===== config.mk =====
export PLATFORM = sky130hd
export DESIGN_NAME = rtc_evt_clock
export DESIGN_NICKNAME = d
export VERILOG_FILES = /design/src/rtl/rtc_evt_pkg.sv /design/src/rtl/rtc_divider.sv /design/src/rtl/rtc_time_unit.sv /design/src/rtl/rtc_evt_clock.sv
export SDC_FILE = /design/constraint.sdc
export NUM_CORES = 1
export LEC_CHECK = 0
export BUFFER_PORTS_ARGS = -buffer_cell sky130_fd_sc_hd__buf_2
export CORE_MARGIN = 2
export CORE_UTILIZATION = 60
export CTS_CLUSTER_SIZE = 8
export DETAILED_ROUTE_END_ITERATION = 10
export PLACE_DENSITY_LB_ADDON = 0.05
export SLEW_MARGIN = 0
export SYNTH_ARGS = -nofsm -noshare
export SYNTH_HDL_FRONTEND = slang
export SYNTH_SLANG_ARGS = --single-unit

===== constraint.sdc =====
create_clock -name clk -period 6.55 [get_ports clk]
set_input_delay 1.31 -clock clk [delete_from_list [all_inputs] [get_ports clk]]
set_output_delay 1.31 -clock clk [all_outputs]
set_load 0.01 [all_outputs]

===== src/rtl/rtc_evt_pkg.sv =====
package rtc_evt_pkg;

    localparam int ADDR_W = 3;

    localparam logic [ADDR_W-1:0] A_CTRL = 3'd0;
    localparam logic [ADDR_W-1:0] A_SEC  = 3'd1;
    localparam logic [ADDR_W-1:0] A_MIN  = 3'd2;
    localparam logic [ADDR_W-1:0] A_HR   = 3'd3;
    localparam logic [ADDR_W-1:0] A_FLAG = 3'd4;

    localparam int NUM_UNITS = 3;

    typedef enum logic [1:0] {
        EV_MINUTE   = 2'b00,
        EV_HOUR     = 2'b01,
        EV_MIDNIGHT = 2'b10,
        EV_NOON     = 2'b11
    } ev_sel_e;

    typedef struct packed {
        logic       bcd;
        logic       hold;
        ev_sel_e    evsel;
        logic [7:0] sec;
        logic [7:0] min;
        logic [7:0] hr;
        logic       flag;
    } rtc_state_t;

    function automatic int unit_limit(int idx);
        return (idx == NUM_UNITS - 1) ? 23 : 59;
    endfunction

endpackage


===== src/rtl/rtc_divider.sv =====
module rtc_divider #(
    parameter int DIV = 4,
    parameter int CW  = (DIV > 1) ? $clog2(DIV) : 1
) (
    input  logic          clk,
    input  logic          rst_n,
    input  logic          en,
    output logic [CW-1:0] count,
    output logic          wrap
);

    localparam logic [CW-1:0] LAST = CW'(DIV - 1);

    logic [CW-1:0] cnt_d, cnt_q;

    always_comb begin
        wrap  = en && (cnt_q == LAST);
        cnt_d = cnt_q;
        if (en) begin
            cnt_d = wrap ? '0 : cnt_q + 1'b1;
        end
    end

    always_ff @(posedge clk) begin
        if (!rst_n) cnt_q <= '0;
        else        cnt_q <= cnt_d;
    end

    assign count = cnt_q;

endmodule


===== src/rtl/rtc_time_unit.sv =====
module rtc_time_unit #(
    parameter int LIMIT = 59
) (
    input  logic [7:0] cur,
    input  logic       bcd,
    input  logic       inc,
    output logic [7:0] nxt,
    output logic       wrap
);

    localparam logic [3:0] LIM_HI  = 4'(LIMIT / 10);
    localparam logic [3:0] LIM_LO  = 4'(LIMIT % 10);
    localparam logic [7:0] LIM_BIN = 8'(LIMIT);

    logic       at_lim;
    logic [7:0] stepped;

    always_comb begin
        if (bcd) begin
            at_lim = (cur[7:4] > LIM_HI) ||
                     ((cur[7:4] == LIM_HI) && (cur[3:0] >= LIM_LO));
        end else begin
            at_lim = (cur >= LIM_BIN);
        end

        if (at_lim) begin
            stepped = 8'h00;
        end else if (bcd && (cur[3:0] >= 4'd9)) begin
            stepped = {cur[7:4] + 4'd1, 4'h0};
        end else begin
            stepped = cur + 8'd1;
        end

        nxt  = inc ? stepped : cur;
        wrap = inc && at_lim;
    end

endmodule


===== src/rtl/rtc_evt_clock.sv =====
module rtc_evt_clock
    import rtc_evt_pkg::*;
#(
    parameter int PRE0_DIV    = 4,
    parameter int PRE1_DIV    = 4,
    parameter int READY_GUARD = 3
) (
    input  logic              clk,
    input  logic              rst_n,
    input  logic              bus_wr,
    input  logic [ADDR_W-1:0] bus_addr,
    input  logic [7:0]        bus_wdata,
    output logic [7:0]        bus_rdata,
    output logic              irq
);

    localparam int TICK_PERIOD = PRE0_DIV * PRE1_DIV;
    localparam int C0W         = (PRE0_DIV > 1) ? $clog2(PRE0_DIV) : 1;
    localparam int C1W         = (PRE1_DIV > 1) ? $clog2(PRE1_DIV) : 1;
    localparam int POS_W       = $clog2(TICK_PERIOD) + 1;
    localparam logic [POS_W-1:0] READY_START = POS_W'(TICK_PERIOD - READY_GUARD);

    rtc_state_t state_d, state_q;

    logic           run;
    logic [C0W-1:0] c0;
    logic [C1W-1:0] c1;
    logic           w0;
    logic           sec_tick;
    logic [POS_W-1:0] pos;
    logic           ready;
    logic           event_hit;

    logic [7:0] cur [NUM_UNITS];
    logic [7:0] nxt [NUM_UNITS];
    logic       inc [NUM_UNITS];
    logic       wrp [NUM_UNITS];

    logic unused_ctrl_bits;
    assign unused_ctrl_bits = ^bus_wdata[5:2];

    assign run = !state_q.hold;

    rtc_divider #(.DIV(PRE0_DIV), .CW(C0W)) u_div0 (
        .clk(clk), .rst_n(rst_n), .en(run), .count(c0), .wrap(w0)
    );

    rtc_divider #(.DIV(PRE1_DIV), .CW(C1W)) u_div1 (
        .clk(clk), .rst_n(rst_n), .en(w0), .count(c1), .wrap(sec_tick)
    );

    assign pos   = POS_W'(c1) * POS_W'(PRE0_DIV) + POS_W'(c0);
    assign ready = state_q.hold || (pos < READY_START);

    assign cur[0] = state_q.sec;
    assign cur[1] = state_q.min;
    assign cur[2] = state_q.hr;

    for (genvar i = 0; i < NUM_UNITS; i++) begin : g_unit
        if (i == 0) begin : g_first
            assign inc[i] = sec_tick;
        end else begin : g_chain
            assign inc[i] = wrp[i-1];
        end
        rtc_time_unit #(.LIMIT(unit_limit(i))) u_unit (
            .cur(cur[i]), .bcd(state_q.bcd), .inc(inc[i]),
            .nxt(nxt[i]), .wrap(wrp[i])
        );
    end

    always_comb begin
        logic [7:0] noon_code;
        noon_code = state_q.bcd ? 8'h12 : 8'd12;
        case (state_q.evsel)
            EV_MINUTE:   event_hit = wrp[0];
            EV_HOUR:     event_hit = wrp[1];
            EV_MIDNIGHT: event_hit = wrp[2];
            EV_NOON:     event_hit = inc[2] && (nxt[2] == noon_code);
            default:     event_hit = 1'b0;
        endcase
    end

    always_comb begin
        state_d     = state_q;
        state_d.sec = nxt[0];
        state_d.min = nxt[1];
        state_d.hr  = nxt[2];
        if (bus_wr) begin
            case (bus_addr)
                A_CTRL: begin
                    state_d.bcd   = bus_wdata[7];
                    state_d.hold  = bus_wdata[6];
                    state_d.evsel = ev_sel_e'(bus_wdata[1:0]);
                end
                A_SEC:  if (state_q.hold) state_d.sec = bus_wdata;
                A_MIN:  if (state_q.hold) state_d.min = bus_wdata;
                A_HR:   if (state_q.hold) state_d.hr  = bus_wdata;
                A_FLAG: if (bus_wdata[0]) state_d.flag = 1'b0;
                default: ;
            endcase
        end
        if (event_hit) state_d.flag = 1'b1;
    end

    always_ff @(posedge clk) begin
        if (!rst_n) begin
            state_q       <= '0;
            state_q.hold  <= 1'b1;
            state_q.evsel <= EV_MINUTE;
        end else begin
            state_q <= state_d;
        end
    end

    always_comb begin
        case (bus_addr)
            A_CTRL:  bus_rdata = {state_q.bcd, state_q.hold, 1'b1, ready, 2'b00, state_q.evsel};
            A_SEC:   bus_rdata = state_q.sec;
            A_MIN:   bus_rdata = state_q.min;
            A_HR:    bus_rdata = state_q.hr;
            A_FLAG:  bus_rdata = {7'b0, state_q.flag};
            default: bus_rdata = 8'h00;
        endcase
    end

    assign irq = state_q.flag;

endmodule


======== Word level (Yosys, flattened, before mapping) ========
Index checks and enable logic that the tools add are counted.
cells by class
  add/sub/neg operators ................... 9
  eq/ne operators ......................... 13
  muxes and demuxes ....................... 27
  order comparisons ....................... 11
  reduce and logical (&&, ||, !) cells .... 24
operators by type and width
  cell                                                                                  number
  8-bit two-way mux                                                                     15
  8-bit case mux with 5 select lines                                                    1
  25-bit two-way mux                                                                    1
  8-bit by 1-bit adder with 8-bit output (second input constant)                        3
  8-bit by 6-bit greater-or-equal comparator with 1-bit output (second input constant)  2
  4-bit by 1-bit adder with 4-bit output (second input constant)                        3
  4-bit greater-or-equal comparator (second input constant)                             3
  1-bit logical AND                                                                     12
  2-bit equality test (second input constant)                                           4
  4-bit by 3-bit equality test with 1-bit output (second input constant)                2
  8-bit by 5-bit equality test with 1-bit output                                        1
  8-bit by 5-bit greater-or-equal comparator with 1-bit output (second input constant)  1
  4-bit by 3-bit > comparator with 1-bit output (second input constant)                 2
  3-bit by 2-bit equality test with 1-bit output (second input constant)                2
  1-bit two-way mux                                                                     6
  2-bit nonzero test                                                                    3
  4-bit by 2-bit adder with 5-bit output                                                1
  5-bit by 4-bit < comparator with 1-bit output (second input constant)                 1
  5-bit two-way mux                                                                     1
  2-bit by 1-bit adder with 2-bit output (second input constant)                        2
  4-bit by 2-bit equality test with 1-bit output (second input constant)                1
  4-bit by 2-bit greater-or-equal comparator with 1-bit output (second input constant)  1
  4-bit by 2-bit > comparator with 1-bit output (second input constant)                 1
  1-bit logical OR                                                                      4
  other kinds (10)                                                                      11
word-level totals
  bits in registers ....................... 33
  logic and storage cells ................. 93
  output and inout bits ................... 9

======== Longest topological paths before layout ========
Gate-level depths: netlist of the first run.
  depth in word-level cells ............... 12
  gate-level depth with buffers ........... 11

======== Hierarchy ========
Synthesis of the first run repeated with hierarchy kept, for this count alone.
second synthesis, totals
  cell total of the unflattened synthesis .. 330
  area, all modules ....................... 2925.3 um^2
modules (own cells, without submodules)
  module                                 times used  area each (um^2)  cells an instance
  rtc_evt_clock                          1           1456.4            141
  rtc_time_unit at g_unit[0].u_unit ...  2           441.7             61
  rtc_time_unit at g_unit[2].u_unit      1           380.4             49
  rtc_divider                            2           102.6             9

======== Least setup slack after synthesis of the first run ========
No wires, ideal clock.
  path kind ............................... input port to output port
  start point ............................. in bus_addr[0]
  end point ............................... out bus_rdata[1]
  buffers on the path ..................... 1
  cell stages on the path ................. 3
  arrival time ............................ 2.364 ns
  setup slack ............................. 2.876 ns
  data required time ...................... 5.240 ns
  path through ............................ buf_1 -> mux4_2 -> nor2b_1
on the way
  longest elaborated chain between the ends .. 2
RTL lines
  item                                         RTL line              text
  from (decl)                                  rtc_evt_clock.sv:11   input logic [ADDR_W-1:0] bus_addr,
  3-bit equality test (tied with other cells)  rtc_evt_clock.sv:116  case (bus_addr)
  8-bit case mux with 5 select lines (*)       rtc_evt_clock.sv:116
  to (decl)                                    rtc_evt_clock.sv:13   output logic [7:0] bus_rdata,
Every way passes the cells marked *; elsewhere a longest branch is shown, timed or not.

======== Worst setup path after layout of the first run ========
  start point ............................. in bus_addr[0]
  end point ............................... out bus_rdata[3]
The elaborated chain is that of the path after synthesis.

==> results of run 1 <==
## final timing paths
path	startpoint	endpoint	slack [ps]	depth (start not counted)
setup / recovery	bus_addr[0]	bus_rdata[3]	2780	6
hold / removal	u_div0.count[1]	u_div0.count[1]	530	2
setup reg to reg	cur[9]	irq	3330	10
hold reg to reg	u_div0.count[1]	u_div0.count[1]	530	2
## logic make-up after synthesis
kind of cell	after synthesis	share of synthesized area
xor gates and xnor gates	7	0.0233
buffers and inverters	32	0.0574
AOI/OAI and AO/OA	85	0.237
and+or+nand+nor	140	0.267
muxes	13	0.0698
DFF	33	0.251
adders and majority gates	20	0.0949
## per-layer routing
layer / track usage / vias up
li1: - / 1236
met1: 0.420 / 1169
met2: 0.444 / 88
met3: 0.0534 / 13
met4: 0.103 / 0
met5: 0 / -
## critical path, cell delays in order
cell and delay, ps:
buf_2 270, inv_1 170, nor2_1 310, a22oi_1 150, nor2_1 110, buf_2 130
## state kept, by name, indices dropped and copies added, names as in the netlist
signal / count
cur: 24
irq: 1
state_q: 4
u_div0.count: 2
u_div1.count: 2
## synthesized netlist by cell type, types with 6 or more instances
| cell | instances |
|---|---|
| a21oi_1 | 17 |
| a22oi_1 | 10 |
| clkbuf_1 | 9 |
| dfxtp_1 | 33 |
| ha_1 | 20 |
| inv_1 | 17 |
| mux2i_1 | 6 |
| nand2_1 | 23 |
| nand3_1 | 11 |
| nor2_1 | 49 |
| nor2b_1 | 8 |
| nor3_1 | 17 |
| nor3b_1 | 9 |
| o211ai_1 | 6 |
| o21ai_0 | 17 |
| xnor2_1 | 6 |
## through the flow
step	std cells	hold slack [ps]	utilization	worst slack, ps
4_1_cts	398	532	0.667	2810
3_3_place_gp	390	507	0.636	2850
5_1_grt	398	554	0.667	2630
2_1_floorplan	330	464	-	2880
3_5_place_dp	390	514	0.636	2810
6_report	398	535	0.667	2780
## cell type report
type	instances	area, um2
Clock buffer	5	68.8
Tap cell	52	65.1
Inverter	17	63.8
Clock inverter	3	65.1
Sequential cell	33	661
Multi-Input combinational cell	265	1820
Fill cell	397	1430
Timing Repair Buffer	23	118
## power by group
part | switching (mW) | leakage [nW] | internal (mW)
sequential | 0.00997 | 0.267 | 0.206
clock | 0.0783 | 0.0681 | 0.151
combinational | 0.0340 | 0.776 | 0.0232
total | 0.122 | 1.11 | 0.380
## cell usage in the layout (no fill, tap or decap), drive strengths merged, types with 3 or more instances in the layout
| cell type | n |
|---|---|
| a211oi | 3 |
| a21oi | 20 |
| a221oi | 3 |
| a22oi | 10 |
| a31oi | 3 |
| and3 | 7 |
| buf | 23 |
| clkbuf | 5 |
| dfxtp | 33 |
| ha | 20 |
| inv | 17 |
| mux2 | 3 |
| mux2i | 6 |
| mux4 | 4 |
| nand2 | 23 |
| nand3 | 11 |
| nand4 | 3 |
| nor2 | 49 |
| nor2b | 8 |
| nor3 | 17 |
| nor3b | 10 |
| o211ai | 6 |
| o21ai | 19 |
| o311ai | 3 |
| xnor2 | 6 |
==> reports/metrics.yaml, run 1 <==
hp-class: "flop to flop"
drive_gt1_frac: 0.165
ir_drop_uv: 111
postCtsHoldBufs: 0
fmax_mhz: 265
ys_ff_latch: 33
status: "finished, final reports clean"
min_period_over_period: 0.575
placed_cell_area_mm2: 0.00273
crit_type: "input pin to primary output"
p_total_uw: 502
cp.arrival_ps: 2460
fin_crit_ps: 3770
synth_edf_count: 0
ctsResizeCount: 0
maxCapViolations: 0
pin_count: 23
grt_pass1_vias: 2252
n_antenna_cell: 0
synth_top_area_share: 0.251
dr_total_vias: 2506
start_util: 0.614
drt_iter0_markers: 306
grt_util_all_layers: 0.294
rows: 24
synthesis.nets: 364
start_kind: "input pin"
wirelength_met1_um: 3080
syn_avg_cell_area_um2: 7.99
grt_max_degree: 25
cp-end-kind: "primary output"
yosys.area.top_type: "dfxtp_1"
ys_async_sr_fraction: 0
cts_root_buf: "clkbuf_8"
route.met2.wl_um: 3120
fin_area_mm2: 0.00287
vias_per_cell: 6.30
slew_viol_final: 0
wl_um: 6920
critPathMaxFanout: 13
synth.distinct_cells: 61
clockBufferDepth: 2
ys_seq_area_frac: 0.251
core_area_mm2: 0.00429
io_buffers: 22
cts_made_buffers: 5
die_h_um: 70.3
setup-tns-final_ps: 0
gp_congestion: 0.877
rsz0062_at_grt: "no"
nets: 379
cts_tree: "yes"
ys_top_cells_by_area: "dfxtp_1 25%, ha_1 9.5%, nor2_1 7.0%"
cts.clk_slew.worst_paths_ps: 70
wl_met3_um: 555
cts_setup_buffers: 0
drc: 0
dp_hpwl_um: 5210
maxUsedRoutingLayer: "met4"
grt_pass1_wl_um: 11400
cts.sinks: 33
syn_to_final_growth_pct: 8.69
antenna_found_initial: 0
drtAntennaViolNets: 0
htreeDepth: 2
hold_violations: 0
insertion_delay_ps: 290
synth_ff_type: "dfxtp_1"
synthesis.instances: 330
netlist_area_mm2: 0.00264
first_pass_iters: 4
tightest_slew_ps: 856
p_leak_nw: 1.11
yosys_warnings: 0
maxSlewHeadroom: 0.429
required_ps: 5240
grt_overflow: 0
die_area_mm2: 0.00494
p_per_area_mw_per_mm2: 175
wl_per_cell_um: 17.4
die_x_um: 70.3
setup_viol: 0
fin_worst_skew_ps: 3.30
Power figures use the tool's default switching activity.
==> run 2: changes to the inputs <==
CORE_UTILIZATION = 54   (was 60)
clock period = 3.45 ns   (was 6.55 ns; I/O delays follow)
==> reports/metrics.yaml, run 2 (synthesized netlist as in run 1, its figures left out) <==
status: "finished, final reports clean"
tightest_slew_ps: 799
layout_common_cells: "49 x nor2_1, 33 x dfxtp_1, 23 x nand2_1, 22 x buf_2, 20 x ha_1"
p_total_uw: 894
grt_max_degree: 25
max_stage_delay_ps: 650
insertion_delay_ps: 290
required_ps: 3660
path_buf_inv: 1
vias_per_cell: 6.17
crit_type: "flop to flop"
cp-end-kind: "flop"
gp_congestion: 0.886
start_util: 0.558
drtAntennaViolNets: 0
pre_cts_slack_ps: 467
fin_worst_skew_ps: 4.11
maxCapViolations: 0
pin_count: 23
worstPathCellList: "inv_1 > ha_1 > nor3b_2 > o221ai_2 > o311ai_2 > or3_1 > o21ai_1 > or4_1 > a21o_1 > a31oi_1"
clockBufferDepth: 2
p_leak_nw: 1.10
critical_path.slowest_cell: "o311ai_2"
power_switching_share: 0.271
cts.sinks: 33
cts_made_buffers: 5
fin_ws_ps: 376
wl_um: 7060
fin_crit_ps: 3070
seq_power_share: 0.457
setup-tns-final_ps: 0
ctsResizeCount: 0
grt_util_all_layers: 0.276
core_area_mm2: 0.00472
mostFrequentLayoutCell: "nor2_1"
start_kind: "flop"
slew_viol_final: 0
cts_tree: "yes"
antenna_found_initial: 0
hold_violations: 0
cts_root_buf: "clkbuf_8"
wl_per_cell_um: 17.1
htreeDepth: 2
io_buffers: 22
placed_cell_area_mm2: 0.00276
grt_pass1_wl_um: 11300
fin_area_mm2: 0.00287
grt_overflow: 0
p_per_area_mw_per_mm2: 311
n_fill_cell: 426
nets: 380
cp.arrival_ps: 3290
die_x_um: 73.9
drc: 0
grt_pass1_vias: 2188
syn_to_final_growth_pct: 8.97
maxSlewHeadroom: 0.467
largest_reg_flops: 24
pwr-share-clk: 0.419
n_antenna_cell: 0
combPwrFrac: 0.124
rsz0062_at_grt: "no"
first_pass_iters: 5
seq_area_um2: 661
critPathMaxFanout: 11
cts_setup_buffers: 0
cts.clk_slew.worst_paths_ps: 80
drive_gt1_frac: 0.167
rows: 25
switchingPower_uw: 242
dp_hpwl_um: 5350
die_h_um: 73.9
post-route-util: 0.608
min_period_over_period: 0.891
fmax_mhz: 325
drt_iter0_markers: 197
die_area_mm2: 0.00546
dr_total_vias: 2553
cp_top_family: "compound AO/OA/AOI/OAI gates"
p_int_uw: 651
postCtsHoldBufs: 0
setup_viol: 0
ir_drop_uv: 218
multi_input_area_mm2: 0.00182
hp-class: "flop to flop"
[run 2: changes by cell type in the layout (fill, tap and decap cells not counted)]
cell        previous run  this run
clkinv_4               0         1
clkinv_2               1         0
buf_4                  1         2
bufinv_16              2         1
clkinvlp_4             0         1
[run 2: path summary, 6_finish.rpt]
check	start	end	slack, ps	depth (start not counted)
setup / recovery	cur[9]	irq	380	10
hold reg to reg	u_div1.count[1]	u_div1.count[1]	540	2
hold / removal	u_div1.count[1]	u_div1.count[1]	540	2
setup reg to reg	cur[9]	irq	380	10
[run 2: power by group through the flow]
| stage | clock network [mW] | registers (mW) | logic [mW] |
|---|---|---|---|
| after global placement | 0 | 0.417 | 0.108 |
| after CTS | 0.386 | 0.408 | 0.109 |
| after global routing | 0.398 | 0.411 | 0.122 |
| final | 0.374 | 0.409 | 0.111 |
| after floorplan | 0 | 0.409 | 0.0803 |
| after detailed placement | 0 | 0.417 | 0.108 |
[run 2: cell type report]
cell class / count / area share
Multi-Input combinational cell: 265 / 0.635
Sequential cell: 33 / 0.230
Timing Repair Buffer: 24 / 0.0436
Tap cell: 67 / 0.0292
Clock buffer: 5 / 0.0240
Inverter: 17 / 0.0222
Clock inverter: 3 / 0.0161
[run 2: metal layers]
| layer | part of all wire | GRT usage | up-vias | routed length (um) |
|---|---|---|---|---|
| met1 | 0.47 | 0.411 | 1186 | 3330 |
| met2 | 0.43 | 0.410 | 125 | 3030 |
| met5 | 0 | 0 | - | 0 |
| met3 | 0.083 | 0.0412 | 12 | 588 |
| li1 | - | - | 1230 | - |
| met4 | 0.016 | 0.0747 | 0 | 114 |
[run 2: worst min-delay path, cell delays in order, from the launching register on]
cell     delay, ps
dfxtp_1        350
mux2i_1         80
nor2_1          70
[run 2: per-stage QoR]
step	hold WS, ps	std cells
2_1_floorplan	464	330
3_3_place_gp	513	406
3_5_place_dp	526	406
4_1_cts	547	414
5_1_grt	583	414
6_report	536	414
